$ cat config.mk
export PLATFORM = sky130hd
export DESIGN_NAME = qpla_top
export DESIGN_NICKNAME = d
export VERILOG_FILES = /design/src/rtl/qpla_pkg.sv /design/src/rtl/qpla_cfg_bank.sv /design/src/rtl/qpla_term.sv /design/src/rtl/qpla_sat_sum.sv /design/src/rtl/qpla_top.sv
export SDC_FILE = /design/constraint.sdc
export NUM_CORES = 1
export LEC_CHECK = 0
export BUFFER_PORTS_ARGS = -buffer_cell sky130_fd_sc_hd__buf_2
export CORE_MARGIN = 3
export CORE_UTILIZATION = 44
export CTS_CLUSTER_DIAMETER = 30
export DETAILED_ROUTE_END_ITERATION = 10
export SYNTH_ARGS = -nofsm -noshare
export SYNTH_HDL_FRONTEND = slang
export SYNTH_SLANG_ARGS = --single-unit
$ cat constraint.sdc
create_clock -name clk -period 17.45 [get_ports clk]
set_input_delay 0.8725 -clock clk [delete_from_list [all_inputs] [get_ports clk]]
set_output_delay 0.8725 -clock clk [all_outputs]
set_load 0.005 [all_outputs]
$ cat src/rtl/qpla_pkg.sv
package qpla_pkg;

    localparam int QW = 2;
    localparam logic [QW-1:0] QTOP = 2'd3;

    typedef logic [QW-1:0] qdig_t;

    typedef struct packed {
        qdig_t lo;
        qdig_t hi;
    } qwin_t;

    typedef enum logic [2:0] {
        FK_LO,
        FK_HI,
        FK_CONST,
        FK_OFF,
        FK_NONE
    } fkind_t;

    function automatic qdig_t qsat_add(qdig_t a, qdig_t b);
        logic [QW:0] s;
        s = {1'b0, a} + {1'b0, b};
        return (s > {1'b0, QTOP}) ? QTOP : s[QW-1:0];
    endfunction

endpackage

$ cat src/rtl/qpla_cfg_bank.sv
module qpla_cfg_bank
    import qpla_pkg::*;
#(
    parameter int N_IN  = 2,
    parameter int N_COL = 8,
    localparam int COL_W = (N_COL > 1) ? $clog2(N_COL) : 1,
    localparam int FLD_W = $clog2(2 * N_IN + 2),
    localparam int IN_W  = (N_IN > 1) ? $clog2(N_IN) : 1
) (
    input  logic                              clk,
    input  logic                              rst,
    input  logic                              we,
    input  logic [COL_W-1:0]                  col,
    input  logic [FLD_W-1:0]                  fld,
    input  qdig_t                             val,
    output qwin_t [N_COL-1:0][N_IN-1:0]       win_q,
    output qdig_t [N_COL-1:0]                 cst_q,
    output logic  [N_COL-1:0]                 off_q
);

    fkind_t          kind;
    logic [IN_W-1:0] sel_in;

    always_comb begin
        kind   = FK_NONE;
        sel_in = '0;
        if (int'(fld) < 2 * N_IN) begin
            kind   = fld[0] ? FK_HI : FK_LO;
            sel_in = IN_W'(fld >> 1);
        end else if (int'(fld) == 2 * N_IN) begin
            kind = FK_CONST;
        end else if (int'(fld) == 2 * N_IN + 1) begin
            kind = FK_OFF;
        end
    end

    for (genvar c = 0; c < N_COL; c++) begin : g_col
        logic  col_sel;
        qdig_t cst_r;
        logic  off_r;

        assign col_sel = we && (col == COL_W'(c));

        always_ff @(posedge clk) begin
            if (rst) begin
                cst_r <= '0;
                off_r <= 1'b1;
            end else if (col_sel) begin
                if (kind == FK_CONST) cst_r <= val;
                if (kind == FK_OFF)   off_r <= val[0];
            end
        end

        assign cst_q[c] = cst_r;
        assign off_q[c] = off_r;

        for (genvar i = 0; i < N_IN; i++) begin : g_in
            qwin_t w_r;

            always_ff @(posedge clk) begin
                if (rst) begin
                    w_r <= '{lo: '0, hi: QTOP};
                end else if (col_sel && sel_in == IN_W'(i)) begin
                    if (kind == FK_LO) w_r.lo <= val;
                    if (kind == FK_HI) w_r.hi <= val;
                end
            end

            assign win_q[c][i] = w_r;
        end
    end

endmodule

$ cat src/rtl/qpla_term.sv
module qpla_term
    import qpla_pkg::*;
#(
    parameter int N_IN = 2
) (
    input  qdig_t [N_IN-1:0] x,
    input  qwin_t [N_IN-1:0] win,
    input  qdig_t            cst,
    input  logic             off,
    output logic             hit,
    output qdig_t            val
);

    logic [N_IN-1:0] outside;

    for (genvar i = 0; i < N_IN; i++) begin : g_cell
        assign outside[i] = (x[i] < win[i].lo) || (x[i] > win[i].hi);
    end

    assign hit = !off && (outside == '0);
    assign val = hit ? cst : '0;

endmodule

$ cat src/rtl/qpla_sat_sum.sv
module qpla_sat_sum
    import qpla_pkg::*;
#(
    parameter int N = 8
) (
    input  qdig_t [N-1:0] terms,
    output qdig_t         total
);

    always_comb begin
        total = '0;
        for (int k = 0; k < N; k++) begin
            total = qsat_add(total, terms[k]);
        end
    end

endmodule

$ cat src/rtl/qpla_top.sv
module qpla_top
    import qpla_pkg::*;
#(
    parameter int N_IN  = 2,
    parameter int N_COL = 8,
    localparam int COL_W = (N_COL > 1) ? $clog2(N_COL) : 1,
    localparam int FLD_W = $clog2(2 * N_IN + 2)
) (
    input  logic                 clk,
    input  logic                 rst,
    input  logic [N_IN*QW-1:0]   x_in,
    input  logic                 cfg_we,
    input  logic [COL_W-1:0]     cfg_col,
    input  logic [FLD_W-1:0]     cfg_fld,
    input  logic [QW-1:0]        cfg_val,
    output logic [QW-1:0]        y_out
);

    qdig_t [N_IN-1:0]             xv;
    qwin_t [N_COL-1:0][N_IN-1:0]  win_q;
    qdig_t [N_COL-1:0]            cst_q;
    logic  [N_COL-1:0]            off_q;
    logic  [N_COL-1:0]            col_hit;
    qdig_t [N_COL-1:0]            col_val;
    qdig_t                        sum_nxt;

    assign xv = x_in;

    qpla_cfg_bank #(.N_IN(N_IN), .N_COL(N_COL)) u_cfg (
        .clk   (clk),
        .rst   (rst),
        .we    (cfg_we),
        .col   (cfg_col),
        .fld   (cfg_fld),
        .val   (cfg_val),
        .win_q (win_q),
        .cst_q (cst_q),
        .off_q (off_q)
    );

    for (genvar c = 0; c < N_COL; c++) begin : g_term
        qpla_term #(.N_IN(N_IN)) u_term (
            .x   (xv),
            .win (win_q[c]),
            .cst (cst_q[c]),
            .off (off_q[c]),
            .hit (col_hit[c]),
            .val (col_val[c])
        );
    end

    qpla_sat_sum #(.N(N_COL)) u_sum (
        .terms (col_val),
        .total (sum_nxt)
    );

    always_ff @(posedge clk) begin
        if (rst) y_out <= '0;
        else     y_out <= sum_nxt;
    end

endmodule

-- Word level (Yosys, flattened, before mapping)
Cells that the tools add are included.
- word-level logic and storage cells: 245
- output and inout bits: 2
- bits of input ports: 15
- bits in registers: 90
- magnitude comparators: 41
- add/sub/neg operators: 7
- eq/ne operators: 12
- muxes and demuxes: 21
- reduce and logical (&&, ||, !) cells: 114
- bitwise gates (word level): 1
- operators with widths (operator ; count):
    $reduce_and A2 Y1 ; 48
    $gt A2 B2 Y1 ; 16
    $logic_and A1 B1 Y1 ; 32
    $lt A2 B2 Y1 ; 16
    $mux W2 ; 16
    $add A2 B2 Y3 ; 7
    $gt A3 B2 Y1 const B ; 7
    $eq A3 B3 Y1 const B ; 6
    $logic_not A2 Y1 ; 8
    $logic_or A1 B1 Y1 ; 16
    $eq A3 B2 Y1 const B ; 4
    $mux W3 ; 3
    $logic_not A1 Y1 ; 8
    $eq A3 B1 Y1 const B ; 2
    $logic_not A3 Y1 ; 2
    $lt A3 B3 Y1 const B ; 1
    $gt A2 B2 Y1 const B ; 1
    $mux W1 ; 2
    $not A1 Y1 ; 1

-- Logic depth before layout (Yosys ltp)
Gate-level depths: netlist of the first run.
- word-level depth: 28
- gate-level depth with buffers: 29
- depth with buffers taken out: 29

-- Hierarchy
A second synthesis of the first run with hierarchy kept.
- cell total of the unflattened synthesis: 600
- area total of the unflattened synthesis: 5704.2 sq um
- modules (own cells, without submodules) (module ; cells each ; instances ; area each (sq um) ; sequential area each (sq um)):
    qpla_cfg_bank ; 363 ; 1 ; 3713.6 ; 1761.7
    qpla_term ; 25 ; 8 ; 201.4 ; 0.0
    qpla_sat_sum ; 33 ; 1 ; 326.6 ; 0.0
    qpla_top ; 4 ; 1 ; 52.6 ; 40.0

-- Worst setup path after synthesis of the first run
No wires, ideal clock.
- path type: input port to flip-flop
- start: input port x_in[3]
- end: register y_out[1]
- setup slack: 10.275 ns
- data required time: 17.380 ns
- library setup time: 0.070 ns
- stages: 27
- buffers on the path: 0
- data arrival time: 7.104 ns
- cells stage by stage: ha_1 > nor2b_1 > a2bb2oi_1 > nor3_1 > and3_1 > ha_1 > inv_1 > fa_1 > nand2_1 > fa_1 > or2_2 > ha_1 > fa_1 > or2_2 > ha_1 > fa_1 > or2_2 > ha_1 > fa_1 > or2_2 > ha_1 > fa_1 > or2_2 > ha_1 > inv_1 > fa_1 > a21oi_1
- word-level cells in the longest chain between the ends: 28
- elaborated cells between the ends (all ways): 71
- classes of those cells: 7 x add/sub; 24 x order compare; 16 x mux; 24 x reduce/logical
- RTL lines (element ; RTL line ; RTL):
    start, declared ; qpla_top.sv:11 ; input logic [N_IN*QW-1:0] x_in,
    $lt A2 B2 Y1 / $gt A2 B2 Y1 (equally long branches) ; qpla_term.sv:17 ; assign outside[i] = (x[i] < win[i].lo) || (x[i] > win[i].hi);
    $logic_or A1 B1 Y1 ; qpla_term.sv:17 ;
    $logic_not A2 Y1 ; qpla_term.sv:20 ; assign hit = !off && (outside == '0);
    $logic_and A1 B1 Y1 ; qpla_term.sv:20 ;
    $mux W2 ; qpla_term.sv:21 ; assign val = hit ? cst : '0;
    $gt A2 B2 Y1 ; qpla_pkg.sv:24 ; return (s > {1'b0, QTOP}) ? QTOP : s[QW-1:0];
    $mux W2 ; qpla_pkg.sv:24 ;
    $add A2 B2 Y3 ; qpla_pkg.sv:23 ; s = {1'b0, a} + {1'b0, b};
    [... 12 more ...] ; - ;
    $gt A3 B2 Y1 ; qpla_pkg.sv:24 ;
    $mux W2 ; qpla_pkg.sv:24 ;
    $add A2 B2 Y3 ; qpla_pkg.sv:23 ;
    $gt A3 B2 Y1 ; qpla_pkg.sv:24 ;
    $mux W2 ; qpla_pkg.sv:24 ;
    $add A2 B2 Y3 * ; qpla_pkg.sv:23 ;
    $gt A3 B2 Y1 ; qpla_pkg.sv:24 ;
    $mux W2 * ; qpla_pkg.sv:24 ;
    end signal, assigned ; qpla_top.sv:59 ; else y_out <= sum_nxt;
    end, declared ; qpla_top.sv:16 ; output logic [QW-1:0] y_out
Every way passes the cells marked *; elsewhere a longest branch is shown, timed or not.
A chain may end at the register's enable or synchronous reset.

-- Worst setup path in the final report of the first run
Ends and elaborated chain as after synthesis.

==> run summary, run 1 <==
outcome: finished, final reports clean
Clk Latency, worst-skew pair: 0.34 ns
port bufs: 16
synthesized net count: 748
Post-DP HPWL: 8620 microns
total die area: 13,400 sq um
Max Root-Sink Buffers: 2
routed len/inst: 16.2 microns
hold buffers post-CTS: 0
min Tclk post-route: 7.64 ns
Root Buffer: clkbuf_16
largest net degree at the start of global routing: 58
max-cap violations: 0
Setup violations, final: 0
Fmax: 0.131 GHz
Avg Cell Area, Syn: 7.90 sq um
Worst EP required: 17.72 ns
Post-Syn Area: 5300 sq um
1st-pass router iterations: 5
Power Total: 0.439 mW
row count: 39
RSZ-0062 raised after global routing: false
final net count: 734
Starting Density: 0.457
CTS tree: done
Synth Warn #: 0
vias in the first global route: 4,386
internal reg-to-reg setup slack: 10.40 ns
critical path's largest stage delay: 0.47 ns
H-Tree Level Count: 3
Setup TNS: 0 ns
Hold WC Path Type: reg2reg
Critical-path top delay cell: fa_1
Post-Syn Instances: 671
PwrDens: 78.2 nW/um^2
Area Overhead vs Synth: 5.95%
final clock skew: 0.00375 ns
distinct cell type count after synthesis: 44
Pleak: 2.22 nW
drt total wl: 13,000 microns
CTS resizes: 0
total core area: 11,600 sq um
GPL Wtd Cong: 0.792
post-CTS setup buffers: 0
Final Max Slew Viols: 0
Top Ports: 17
die height: 116 microns
post-synthesis sequential area ratio: 0.340
clock sinks: 90
FFs w/ async S/R, synth: 0
share of layout cells above drive strength 1: 0.0787
number of fill cells: 1,139
initial DRC count: 250
CP endpoint kind: flop
CP bufs+invs: 3
global-route wire length before repair: 21,700 microns
Total GRT Usage: 0.208
Fin. Hold Viols: 0
final std cells w/o fill: 804
Via density: 5.62
final antenna-violating net count: 0
Antenna diodes: 0
clock-pin slew on the worst setup and hold paths: 0.07 ns
CTS buffer count: 9
max_slew headroom: 0.0980
Startpoint Class: input port
initial antenna violation count: 0
via count: 4,515
Crit path max-delay family: adder cells
Critical Setup Path Class: in2reg
Synth Flop Type: dfxtp_1
grt total ovfl: 0
die width: 116 microns
Final period util: 0.438
CP arrival: 7.91 ns
EDFF count, synth: 0
Placed Cells: 789
worst vdd ir: 38.9 uV
drt drc: 0
Yosys reg bits: 90
Worst Tran Pin Value: 1.35 ns
Worst Path Max Fanout: 16
==> path summary, 6_finish.rpt <==
check / from / endpoint / cells after the start
max: x_in[3] / y_out[1] / 28
min: u_cfg.win_q[22] / u_cfg.win_q[22] / 2
max reg2reg: u_cfg.win_q[13] / y_out[1] / 28
min reg2reg: u_cfg.win_q[22] / u_cfg.win_q[22] / 2
==> where the power goes <==
part | total (mW) | switching [mW] | internal, mW
registers | 0.207 | 0.000518 | 0.207
clock network | 0.194 | 0.0800 | 0.114
logic | 0.0382 | 0.0267 | 0.0116
total | 0.439 | 0.107 | 0.332
==> registers in the layout (all words and copies together), names as in the netlist <==
| register | count |
|---|---|
| u_cfg.g_col.cst_r | 16 |
| u_cfg.win_q | 64 |
| y_out | 2 |
| u_cfg.g_col.off_r | 8 |
==> layout by cell type, fill, tap and decap left out, types with 16 or more instances in the layout <==
master	count
inv_1	37
a21oi_1	64
nand2_1	113
nor2b_1	16
buf_2	16
dfxtp_1	90
ha_1	55
nor2_1	34
nand2b_1	16
o21ai_0	41
nand3_1	77
==> cell usage after synthesis (2+ instances only) <==
cell | count | area [sq um]
a21o_1 | 5 | 37.5
clkbuf_4 | 3 | 22.5
nor2_2 | 4 | 25.0
buf_6 | 5 | 56.3
and4bb_2 | 2 | 25.0
a311o_1 | 6 | 60.1
nand3_1 | 77 | 385
or3b_4 | 2 | 22.5
or3_1 | 5 | 31.3
inv_1 | 37 | 139
nand3b_1 | 3 | 22.5
and3b_1 | 2 | 17.5
clkbuf_2 | 2 | 10.0
buf_2 | 8 | 40.0
a2bb2oi_1 | 11 | 96.3
a21oi_1 | 64 | 320
nor3_1 | 3 | 15.0
buf_4 | 6 | 45.0
dfxtp_1 | 90 | 1800
clkbuf_1 | 16 | 60.1
nand4b_1 | 3 | 26.3
nand2_1 | 113 | 424
buf_1 | 3 | 11.3
o21ai_0 | 41 | 205
and3_1 | 2 | 12.5
o211ai_1 | 8 | 60.1
nor2_1 | 34 | 128
or2_2 | 9 | 56.3
nor3b_1 | 2 | 15.0
nor2b_1 | 16 | 100
ha_1 | 55 | 688
fa_1 | 7 | 140
nand2b_1 | 16 | 100
==> cell families after synthesis <==
| family | count (synthesis) | share of synthesized area |
|---|---|---|
| simple gates | 301 | 0.282 |
| compound gates | 136 | 0.148 |
| flops | 90 | 0.340 |
| buf+inv | 82 | 0.0739 |
| fa+ha+maj | 62 | 0.156 |
==> stage by stage <==
step,utilization,area [sq um],hold WS (ns),setup slack [ns]
after floorplan,-,5300,0.432,10.28
after global placement,0.459,5330,0.444,9.62
after detailed placement,0.459,5330,0.447,9.45
after CTS,0.484,5620,0.457,9.80
after global routing,0.484,5620,0.474,9.51
final,0.484,5620,0.455,9.81
==> metal layers <==
layer,GRT usage,part of all wire,vias to the layer above
met5,0,0,-
met4,0.0889,0.028,0
met3,0.0329,0.047,24
met2,0.337,0.45,97
met1,0.275,0.47,2130
li1,-,-,2264
==> worst min-delay path: cells and delay by family (launching register included) <==
family	cells	cell delay (ns)
compound gates	1	0.05
flops	1	0.31
simple gates	1	0.05
==> cell type report <==
class                           instances  area, sq um  share of cell area
Clock inverter                          3         40.0             0.00713
Tap cell                              143          179              0.0318
Sequential cell                        90         1800               0.321
Timing Repair Buffer                   18         95.1              0.0169
Inverter                               39          146              0.0261
Clock buffer                           12          246              0.0439
Multi-Input combinational cell        499         3110               0.553
Note: power is estimated with default switching activity, not from simulation.
==> run 2, diff against run 1 <==
- clock period: 17.45 -> 6.2 ns (I/O delays scaled with it)
==> run summary, run 2 (same netlist as run 1, synthesis figures left out) <==
outcome: complete, but fails checks
failing checks: setup timing
CTS buffer count: 9
PwrDens: 216 nW/um^2
final antenna-violating net count: 0
Clk Latency, worst-skew pair: 0.35 ns
Top Ports: 17
Max Root-Sink Buffers: 2
clock-pin slew on the worst setup and hold paths: 0.07 ns
worst vdd ir: 113 uV
initial antenna violation count: 0
Fin. Hold Viols: 0
Worst EP required: 6.48 ns
drt total wl: 13,200 microns
Via density: 5.58
GPL Wtd Cong: 0.757
Starting Density: 0.457
hold buffers post-CTS: 0
share of layout cells above drive strength 1: 0.156
Setup TNS: -0.104 ns
Largest register FFs: 64
final std cells w/o fill: 824
max_slew headroom: 0.149
Area Overhead vs Synth: 12.9%
total die area: 13,400 sq um
Placed Cells: 806
via count: 4,601
total core area: 11,600 sq um
final net count: 754
internal reg-to-reg setup slack: -0.10 ns
Final Max Slew Viols: 0
drt drc: 0
Worst Tran Pin Value: 1.27 ns
vias in the first global route: 4,375
initial DRC count: 294
Worst Path Max Fanout: 2
CP arrival: 6.59 ns
reg-to-reg startpoint: u_cfg.win_q[5]
most common cell after layout, fill and taps aside: nand2_1
Worst Hold Depth: 2
Most Frequent Cell on Critical Path: fa_2
Hold WC Path Type: reg2reg
row count: 39
Pleak: 2.30 nW
Critical Setup Path Class: reg2reg
max-cap violations: 0
HP Start: u_cfg.win_q[19]
worst reg2reg path depth: 28
clock sinks: 90
die height: 116 microns
Setup violations, final: 1
setup ws final: -0.104 ns
die width: 116 microns
largest net degree at the start of global routing: 58
final clock skew: 0.0108 ns
Hold Path Sink: u_cfg.win_q[19]
Total GRT Usage: 0.208
Final period util: 1.02
Post-DP HPWL: 8880 microns
Fmax: 0.159 GHz
CP endpoint kind: flop
Critical-path top delay cell: fa_2
global-route wire length before repair: 21,800 microns
critical path's largest stage delay: 0.52 ns
H-Tree Level Count: 3
port bufs: 16
Reg-to-Reg End: y_out[1]
grt total ovfl: 0
RSZ-0062 raised after global routing: true
Antenna diodes: 0
routed len/inst: 16.0 microns
Startpoint Class: flop
Root Buffer: clkbuf_16
min Tclk post-route: 6.30 ns
most frequent cells in the layout: 112 x nand2_1, 87 x dfxtp_1, 77 x nand3_1, 62 x a21oi_1, 45 x ha_1
CTS tree: done
1st-pass router iterations: 5
-- run 2: routing by layer --
metal | wire length (microns) | up-vias | track usage
li1 | - | 2307 | -
met3 | 630 | 13 | 0.0423
met1 | 6320 | 2196 | 0.283
met5 | 0 | - | 0
met4 | 170 | 0 | 0.0619
met2 | 6050 | 85 | 0.335
-- run 2: timing repair --
action | CTS | global route
setup buffers | 1 | 2
gates resized for setup | 4 | 20
pin swaps | 3 | 5
setup endpoints to repair | 2 | 2
gates cloned | 0 | 0
-- run 2: area by class of cell --
type                    instances  area (sq um)
fillers                      1136          5630
inverters                      39           146
clock inverters                 5          78.8
clock buffers                  10           239
multi-input cells             499          3290
well taps                     143           179
flip-flops and latches         90          1810
repair buffers                 38           245
-- run 2: stage by stage --
| stage | worst slack [ns] | power [mW] | utilization | hold slack, ns | area [sq um] |
|---|---|---|---|---|---|
| final | -0.104 | 1.29 | 0.516 | 0.457 | 5990 |
| after CTS | -0.219 | 1.30 | 0.506 | 0.456 | 5880 |
| after detailed placement | -0.397 | 0.710 | 0.478 | 0.447 | 5550 |
| after floorplan | -0.0577 | 0.671 | - | 0.432 | 5390 |
| after global routing | -0.343 | 1.34 | 0.516 | 0.478 | 5990 |
| after global placement | -0.335 | 0.706 | 0.478 | 0.444 | 5550 |
-- run 2: worst max path at each step --
stage                     from  slack, ns       end
6_report        u_cfg.win_q[5]      -0.10  y_out[1]
5_1_grt        u_cfg.win_q[13]      -0.34  y_out[1]
4_1_cts         u_cfg.win_q[5]      -0.22  y_out[1]
3_5_place_dp           x_in[3]      -0.40  y_out[1]
3_3_place_gp           x_in[3]      -0.33  y_out[1]
2_1_floorplan   u_cfg.win_q[5]      -0.06  y_out[1]
-- run 2: report_power, final --
| part | total [mW] | switching (mW) | internal [mW] | leakage, nW |
|---|---|---|---|---|
| combinational | 0.117 | 0.0779 | 0.0395 | 1.41 |
| sequential | 0.583 | 0.00141 | 0.581 | 0.725 |
| clock | 0.592 | 0.230 | 0.361 | 0.158 |
| total | 1.29 | 0.310 | 0.982 | 2.30 |
-- run 2: critical path, delay by kind of cell, from the launching register on --
family,cells,cell delay [ns]
AOI/OAI and AO/OA,2,0.24
buffers and inverters,3,0.12
DFF,1,0.33
adders and majority gates,14,3.79
and+or+nand+nor,9,1.73
